===== src/rtl/ac97p_pkg.sv =====
package ac97p_pkg;
  localparam int NUM_SLOTS = 13;
  localparam int TAG_BITS  = 16;
  localparam int SLOT_BITS = 20;
  localparam int SLOT_W    = $clog2(NUM_SLOTS);
  localparam int BIT_W     = $clog2(SLOT_BITS);

  typedef enum logic [2:0] {
    SEL_CTRL  = 3'd0,
    SEL_CADDR = 3'd1,
    SEL_CDATA = 3'd2,
    SEL_TXST  = 3'd3,
    SEL_RXST  = 3'd4
  } reg_sel_e;

  localparam int B_READY = 15;
  localparam int B_COLD  = 11;
  localparam int B_WARM  = 10;
  localparam int B_START = 5;
  localparam int B_ASENT = 31;
  localparam int B_DSENT = 30;
  localparam int B_SADDR = 22;
  localparam int B_SDATA = 21;
endpackage


===== src/rtl/ac97p_edge.sv =====
module ac97p_edge (
  input  logic clk,
  input  logic rst_n,
  input  logic bclk,
  input  logic sdi,
  output logic rise,
  output logic fall,
  output logic sdi_s
);
  logic [2:0] bq;
  logic [1:0] dq;

  always_ff @(posedge clk) begin
    if (!rst_n) begin
      bq <= '0;
      dq <= '0;
    end else begin
      bq <= {bq[1:0], bclk};
      dq <= {dq[0], sdi};
    end
  end

  // the data input travels through the same depth as the clock so it stays aligned
  assign rise  = bq[1] & ~bq[2];
  assign fall  = ~bq[1] & bq[2];
  assign sdi_s = dq[1];
endmodule


===== src/rtl/ac97p_framer.sv =====
module ac97p_framer
  import ac97p_pkg::*;
(
  input  logic              clk,
  input  logic              rst_n,
  input  logic              rise,
  input  logic              link_on,
  input  logic              cmd_pend,
  input  logic [7:0]        cmd_addr,
  input  logic [15:0]       cmd_data,
  output logic [SLOT_W-1:0] slot,
  output logic [BIT_W-1:0]  bitc,
  output logic              sync_q,
  output logic              sdo_q,
  output logic              frame_start,
  output logic              addr_sent,
  output logic              data_sent
);
  logic [SLOT_W-1:0]    slot_q, slot_n;
  logic [BIT_W-1:0]     bit_q, bit_n;
  logic [TAG_BITS-1:0]  tag_q, tag_n;
  logic [SLOT_BITS-1:0] s1_q, s1_n, s2_q, s2_n;
  logic                 f_cmd, f_wr, is_rd, out_bit;

  assign is_rd = cmd_addr[7];

  always_comb begin
    if (bit_q == '0) begin
      slot_n = (slot_q == SLOT_W'(NUM_SLOTS-1)) ? '0 : slot_q + 1'b1;
      bit_n  = (slot_n == '0) ? BIT_W'(TAG_BITS-1) : BIT_W'(SLOT_BITS-1);
    end else begin
      slot_n = slot_q;
      bit_n  = bit_q - 1'b1;
    end
  end

  assign frame_start = rise && link_on && bit_q == '0 && slot_q == SLOT_W'(NUM_SLOTS-1);
  assign addr_sent   = rise && link_on && f_cmd && bit_q == '0 && slot_q == SLOT_W'(1);
  assign data_sent   = rise && link_on && f_wr  && bit_q == '0 && slot_q == SLOT_W'(2);

  always_comb begin
    tag_n = tag_q;
    s1_n  = s1_q;
    s2_n  = s2_q;
    if (frame_start) begin
      tag_n = {cmd_pend, cmd_pend, cmd_pend & ~is_rd, 13'b0};
      s1_n  = cmd_pend ? {cmd_addr, 12'b0} : '0;
      s2_n  = (cmd_pend && !is_rd) ? {cmd_data, 4'b0} : '0;
    end
    case (slot_n)
      SLOT_W'(0): out_bit = tag_n[bit_n[3:0]];
      SLOT_W'(1): out_bit = s1_n[bit_n];
      SLOT_W'(2): out_bit = s2_n[bit_n];
      default:    out_bit = 1'b0;
    endcase
  end

  always_ff @(posedge clk) begin
    if (!rst_n || !link_on) begin
      slot_q <= SLOT_W'(NUM_SLOTS-1);
      bit_q  <= '0;
      sync_q <= 1'b0;
      sdo_q  <= 1'b0;
      f_cmd  <= 1'b0;
      f_wr   <= 1'b0;
      tag_q  <= '0;
      s1_q   <= '0;
      s2_q   <= '0;
    end else if (rise) begin
      slot_q <= slot_n;
      bit_q  <= bit_n;
      sync_q <= (slot_n == '0);
      sdo_q  <= out_bit;
      tag_q  <= tag_n;
      s1_q   <= s1_n;
      s2_q   <= s2_n;
      if (frame_start) begin
        f_cmd <= cmd_pend;
        f_wr  <= cmd_pend & ~is_rd;
      end
    end
  end

  assign slot = slot_q;
  assign bitc = bit_q;
endmodule


===== src/rtl/ac97p_deframer.sv =====
module ac97p_deframer
  import ac97p_pkg::*;
(
  input  logic              clk,
  input  logic              rst_n,
  input  logic              fall,
  input  logic              sdi,
  input  logic              link_on,
  input  logic [SLOT_W-1:0] slot,
  input  logic [BIT_W-1:0]  bitc,
  output logic              rdy_evt,
  output logic              rdy_val,
  output logic              addr_evt,
  output logic              data_evt,
  output logic [15:0]       word_hi
);
  logic [SLOT_BITS-2:0] sh;
  logic [SLOT_BITS-1:0] word;
  logic                 tag_a, tag_d;

  assign word = {sh, sdi};

  always_ff @(posedge clk) begin
    if (!rst_n) begin
      sh       <= '0;
      tag_a    <= 1'b0;
      tag_d    <= 1'b0;
      rdy_evt  <= 1'b0;
      rdy_val  <= 1'b0;
      addr_evt <= 1'b0;
      data_evt <= 1'b0;
      word_hi  <= '0;
    end else begin
      rdy_evt  <= 1'b0;
      addr_evt <= 1'b0;
      data_evt <= 1'b0;
      if (fall && link_on) begin
        sh <= word[SLOT_BITS-2:0];
        if (bitc == '0) begin
          word_hi <= word[19:4];
          case (slot)
            SLOT_W'(0): begin
              tag_a   <= word[14];
              tag_d   <= word[13];
              rdy_evt <= 1'b1;
              rdy_val <= word[15];
            end
            SLOT_W'(1): addr_evt <= tag_a;
            SLOT_W'(2): data_evt <= tag_d;
            default: ;
          endcase
        end
      end
    end
  end
endmodule


===== src/rtl/ac97_cmd_port.sv =====
module ac97_cmd_port
  import ac97p_pkg::*;
#(
  parameter int WARM_MIN_CLKS = 250
) (
  input  logic        clk,
  input  logic        rst_n,
  input  logic [2:0]  reg_sel,
  input  logic        reg_wr,
  input  logic [31:0] reg_wdata,
  output logic [31:0] reg_rdata,
  input  logic        ac_bit_clk,
  input  logic        ac_sdata_in,
  output logic        ac_sync,
  output logic        ac_sdata_out,
  output logic        ac_reset_n
);
  localparam int WCNT_W = $clog2(WARM_MIN_CLKS + 1);

  logic              rise, fall, sdi_s;
  logic              rdy_q, cold_q, warm_q, start_q, cmd_pend;
  logic [7:0]        caddr_q;
  logic [15:0]       cdata_q;
  logic [1:0]        txst_q, rxst_q;
  logic [WCNT_W-1:0] warm_cnt;
  logic              warm_active, link_on;
  logic [SLOT_W-1:0] slot;
  logic [BIT_W-1:0]  bitc;
  logic              sync_q, frame_start, addr_sent, data_sent;
  logic              rdy_evt, rdy_val, addr_evt, data_evt;
  logic [15:0]       word_hi;
  logic              wr_ctrl, wr_caddr, wr_cdata, wr_tx, wr_rx;
  logic              wdata_unused;

  assign wdata_unused = ^{reg_wdata[29:23], reg_wdata[20], reg_wdata[3:0]};

  assign wr_ctrl  = reg_wr && reg_sel == SEL_CTRL;
  assign wr_caddr = reg_wr && reg_sel == SEL_CADDR;
  assign wr_cdata = reg_wr && reg_sel == SEL_CDATA;
  assign wr_tx    = reg_wr && reg_sel == SEL_TXST;
  assign wr_rx    = reg_wr && reg_sel == SEL_RXST;

  assign warm_active = warm_q || warm_cnt != '0;
  assign link_on     = start_q && !cold_q && !warm_active;

  ac97p_edge u_edge (
    .clk(clk), .rst_n(rst_n), .bclk(ac_bit_clk), .sdi(ac_sdata_in),
    .rise(rise), .fall(fall), .sdi_s(sdi_s)
  );

  ac97p_framer u_framer (
    .clk(clk), .rst_n(rst_n), .rise(rise), .link_on(link_on),
    .cmd_pend(cmd_pend), .cmd_addr(caddr_q), .cmd_data(cdata_q),
    .slot(slot), .bitc(bitc), .sync_q(sync_q), .sdo_q(ac_sdata_out),
    .frame_start(frame_start), .addr_sent(addr_sent), .data_sent(data_sent)
  );

  ac97p_deframer u_deframer (
    .clk(clk), .rst_n(rst_n), .fall(fall), .sdi(sdi_s), .link_on(link_on),
    .slot(slot), .bitc(bitc), .rdy_evt(rdy_evt), .rdy_val(rdy_val),
    .addr_evt(addr_evt), .data_evt(data_evt), .word_hi(word_hi)
  );

  always_ff @(posedge clk) begin
    if (!rst_n) begin
      rdy_q    <= 1'b0;
      cold_q   <= 1'b0;
      warm_q   <= 1'b0;
      start_q  <= 1'b0;
      cmd_pend <= 1'b0;
      caddr_q  <= '0;
      cdata_q  <= '0;
      txst_q   <= '0;
      rxst_q   <= '0;
      warm_cnt <= '0;
    end else begin
      if (wr_ctrl) begin
        cold_q  <= reg_wdata[B_COLD];
        warm_q  <= reg_wdata[B_WARM];
        start_q <= reg_wdata[B_START];
      end
      if (warm_q)              warm_cnt <= WCNT_W'(WARM_MIN_CLKS);
      else if (warm_cnt != '0) warm_cnt <= warm_cnt - 1'b1;

      if (cold_q)       rdy_q <= 1'b0;
      else if (rdy_evt) rdy_q <= rdy_val;

      if (wr_caddr)      caddr_q <= reg_wdata[19:12];
      else if (addr_evt) caddr_q <= word_hi[15:8];
      if (wr_cdata)      cdata_q <= reg_wdata[19:4];
      else if (data_evt) cdata_q <= word_hi;

      if (wr_caddr)         cmd_pend <= 1'b1;
      else if (frame_start) cmd_pend <= 1'b0;

      txst_q <= (txst_q & (wr_tx ? {reg_wdata[B_ASENT], reg_wdata[B_DSENT]} : 2'b11))
              | {addr_sent, data_sent};
      rxst_q <= (rxst_q & (wr_rx ? {reg_wdata[B_SADDR], reg_wdata[B_SDATA]} : 2'b11))
              | {addr_evt, data_evt};
    end
  end

  always_comb begin
    reg_rdata = '0;
    case (reg_sel)
      SEL_CTRL: begin
        reg_rdata[B_READY] = rdy_q;
        reg_rdata[B_COLD]  = cold_q;
        reg_rdata[B_WARM]  = warm_q;
        reg_rdata[B_START] = start_q;
      end
      SEL_CADDR: reg_rdata[19:12] = caddr_q;
      SEL_CDATA: reg_rdata[19:4]  = cdata_q;
      SEL_TXST:  {reg_rdata[B_ASENT], reg_rdata[B_DSENT]} = txst_q;
      SEL_RXST:  {reg_rdata[B_SADDR], reg_rdata[B_SDATA]} = rxst_q;
      default: ;
    endcase
  end

  assign ac_sync    = sync_q | warm_active;
  assign ac_reset_n = ~cold_q;
endmodule


===== config.mk =====
export PLATFORM = sky130hd
export DESIGN_NAME = ac97_cmd_port
export DESIGN_NICKNAME = d
export VERILOG_FILES = /design/src/rtl/ac97p_pkg.sv /design/src/rtl/ac97p_edge.sv /design/src/rtl/ac97p_framer.sv /design/src/rtl/ac97p_deframer.sv /design/src/rtl/ac97_cmd_port.sv
export SDC_FILE = /design/constraint.sdc
export NUM_CORES = 1
export LEC_CHECK = 0
export ABC_CLOCK_PERIOD_IN_PS = 9100
export BUFFER_PORTS_ARGS = -buffer_cell sky130_fd_sc_hd__buf_4
export CAP_MARGIN = 0
export CELL_PAD_IN_SITES_DETAIL_PLACEMENT = 1
export CELL_PAD_IN_SITES_GLOBAL_PLACEMENT = 1
export CORE_MARGIN = 3
export CORE_UTILIZATION = 48
export DETAILED_ROUTE_END_ITERATION = 8
export PLACE_DENSITY = 0.95
export REMOVE_ABC_BUFFERS = 1
export SETUP_SLACK_MARGIN = 0.15
export SYNTH_ARGS = -nofsm -noshare
export SYNTH_HDL_FRONTEND = slang
export SYNTH_SLANG_ARGS = --single-unit

===== constraint.sdc =====
create_clock -name clk -period 9.1 [get_ports clk]
set_clock_uncertainty 0.15 [all_clocks]
set_input_delay 0 -clock clk [delete_from_list [all_inputs] [get_ports clk]]
set_output_delay 0 -clock clk [all_outputs]
set_load 0.02 [all_outputs]

==> flow_summary.json <==
{
  "drtPass1Iterations": 5,
  "multi_input_comb_area_um2": 3790,
  "clock.fmax_ghz": 0.237,
  "critical_path_peak_fanout": 31,
  "fp.dieH_um": 129,
  "timing.slew.headroom": 0.183,
  "grt_antenna_before_repair": 0,
  "grt_pass1_vias": 7411,
  "drt_drc_violations_left": 0,
  "drt_wl_total_um": 26600,
  "commonest_non_fill_non_tap_cells_in_the_layout": "160 x nand2_1, 156 x dfxtp_1, 56 x buf_4, 50 x nor2_1, 44 x and2_1",
  "fillerInstances": 1668,
  "nets": 944,
  "htree_num_levels": 4,
  "register_area_um2": 3120,
  "leak_pwr_nw": 3.44,
  "setup.worst_path.start_class": "flip-flop",
  "synthCells": 851,
  "yosysTopAreaCell": "dfxtp_1",
  "synth-warning-count": 0,
  "hp-class": "input pin to flip-flop",
  "timing.setup.critical_path_class": "flip-flop to flip-flop",
  "setup.worst_path.end_class": "flip-flop",
  "detail_route.vias_per_cell": 6.43,
  "synthesis.area_per_instance_um2": 8.56,
  "drv_slew": 0,
  "num_antenna_cells": 0,
  "power_per_cell_area_nw_per_um2": 197,
  "avgRoutedWirePerCell_um": 24.3,
  "track_usage": 0.323,
  "hpwl_um": 14300,
  "post_cts.resized_instances": 0,
  "setup_viol_count_final": 0,
  "top_level_ports": 75,
  "worst_slew_pin_slew_ns": 1.22,
  "tritoncts": "built",
  "placed_cell_area_um2": 7610,
  "cpPeakStageDelay_ns": 0.62,
  "synth-seq-area-share": 0.428,
  "rsz_0062_raised_after_global_routing": "no",
  "outcome": "complete, no violations",
  "synth_seq_cells": 156,
  "grt_max_degree": 85,
  "floorplan.initialDensity": 0.496,
  "clk_pin_slew_worst_paths_ns": 0.08,
  "layout_cell_share_with_drive_strength_beyond_1": 0.117,
  "maximum_clock_insertion_buffer_count": 2,
  "placement.setup.worst_slack_ns": 5.07,
  "clk_root_buffer_cell": "clkbuf_16",
  "cts-buffers-inserted": 17,
  "synthesis_to_finish_area_growth_pct": 17.3,
  "number_of_enable_flip_flop_cells_after_synthesis": 0,
  "ys_top_cells_by_area": "dfxtp_1 43%, nand2_1 8.2%, mux2i_1 5.4%",
  "min_period_over_period": 0.463,
  "placeableCoreArea_um2": 14700,
  "clock_insertion_delay_worst_skew_ns": 0.45,
  "remaining_antenna_violation_count": 0,
  "gpl.final_weighted_congestion": 0.812,
  "clkSinkCount": 156,
  "critical_path.cell_chain": "clkinv_1 -> ha_1 -> or4b_4 -> nor2_8 -> nand3_2 -> o21ai_0 -> o31ai_1 -> o32ai_1 -> o2111ai_1 -> a31oi_1",
  "finalSetupTns_ns": 0,
  "placementRows": 44,
  "synth_cell_types": 72,
  "buffer_ports.inserted": 50,
  "ir_drop_mv": 0.133,
  "finalInstanceArea_um2": 8550,
  "crit_required_ns": 9.32,
  "synthDominantCellAreaShare": 0.428,
  "globalRouteOverflowTotal": 0,
  "slowest_stage": "or4b_4",
  "synth-async-reset-ratio": 0,
  "max-cap-violations": 0,
  "setup_ws_ns": 4.89,
  "design.die.area_um2": 16700,
  "synth.cell_area_um2": 7290,
  "drt_first_iter_violations": 687,
  "period_needed_ns": 4.21,
  "num_vias": 7026,
  "synth_flop_cell": "dfxtp_1",
  "crit_arrival_ns": 4.43,
  "report.final.hold_viol_count": 0,
  "die-width_um": 129,
  "totalPowerFinal_w": 0.00169,
  "grt_pass1_wl_um": 41600,
  "layout_commonest_cell": "nand2_1"
}
[final timing paths]
check                                              startpoint                          end  slack, ns  cells after the start
worst max-delay path            u_framer.bitc[0]$_SDFFE_PP0P_  u_framer.sdo_q$_SDFFE_PP0P_       4.89                     10
worst min-delay path                               ac_bit_clk      u_edge.bq[0]$_SDFF_PN0_       0.17                      3
worst max register to register  u_framer.bitc[0]$_SDFFE_PP0P_  u_framer.sdo_q$_SDFFE_PP0P_       4.89                     10
worst min register to register        u_edge.dq[0]$_SDFF_PN0_      u_edge.dq[1]$_SDFF_PN0_       0.30                      1
[critical path: cells and delay by family, from the launching register on]
family	cells	cell delay (ns)
AO/OA/AOI/OAI	5	1.33
adder cells (fa/ha/maj)	1	0.27
buffers and inverters	1	0.36
flip-flops	1	0.59
AND/OR/NAND/NOR	3	1.44
[final cells by class]
class / count / area share
clock buffer: 18 / 0.0514
clock inverter: 14 / 0.0212
tap: 184 / 0.0269
inverter: 12 / 0.00527
multi-input combinational: 621 / 0.443
timing repair buffer: 88 / 0.0866
sequential: 156 / 0.365
[kinds of logic (layout without fill, tap and decap cells)]
group | Yosys count | in the layout | share of synthesized area
fa+ha+maj | 8 | 8 | 0.0137
other cells | 1 | 12 | 0.000515
simple gates | 358 | 358 | 0.239
buf+inv | 85 | 132 | 0.0568
xor+xnor | 9 | 9 | 0.0108
compound gates | 190 | 190 | 0.189
flops | 156 | 156 | 0.428
mux | 44 | 44 | 0.0613
[what timing repair did]
| item | 4_1_cts | 5_1_grt |
|---|---|---|
| hold buffers | 32 | 0 |
| setup endpoints to repair | 0 | 0 |
| setup buffers | 0 | 0 |
| hold endpoints to repair | 33 | 0 |
[power by group]
part	internal (W)	switching (W)
clock	0.000445	0.000320
combinational	0.0000827	0.000110
sequential	0.000703	0.0000268
[flip-flops by register name (all words and copies together) (netlist names), 2 cells and up]
signal and cells:
u_framer.slot 4, u_framer.tag_q 16, u_framer.s2_q 20, u_framer.s1_q 20, txst_q 2, u_edge.bq 3, u_deframer.sh 19, caddr_q 8
u_edge.dq 2, rxst_q 2, u_deframer.word_hi 16, warm_cnt 8, cdata_q 16, u_framer.bitc 5
[metrics by stage]
stage	utilization	instances	hold WS, ns
after CTS	0.582	1093	0.140
after floorplan	-	789	-0.0702
after detailed placement	0.518	1029	0.0685
after global routing	0.582	1093	0.189
after global placement	0.518	1029	0.0598
final	0.582	1093	0.171
[routing by layer]
layer  wire length, um  track usage
met5                 0            0
met4              1580        0.201
met3              1860       0.0771
met2             13400        0.559
met1              9700        0.355
[synth_stat cells (3+ instances only)]
cell type    n
xnor2_1      5
nand2b_1     5
nor4_1       4
a211o_1      3
a32oi_1      3
buf_2        7
nor3_1      11
a31oi_1      7
nor2b_1     16
nand2_1    160
dfxtp_1    156
nor3b_1      3
buf_4       13
nand4_1      5
clkbuf_1    46
nor2_1      50
nand3_1     30
o21ai_0     17
a221oi_1     3
and2_1      44
o21a_1       9
a21oi_1     42
o211ai_1     3
buf_6        5
a22oi_1      8
a21boi_0    36
a2111oi_0    4
ha_1         8
inv_1       11
mux2_2       5
a211oi_1     8
xor2_1       4
mux2i_1     39
and3_1      11
o211a_1     25
Power figures use the tool's default switching activity.
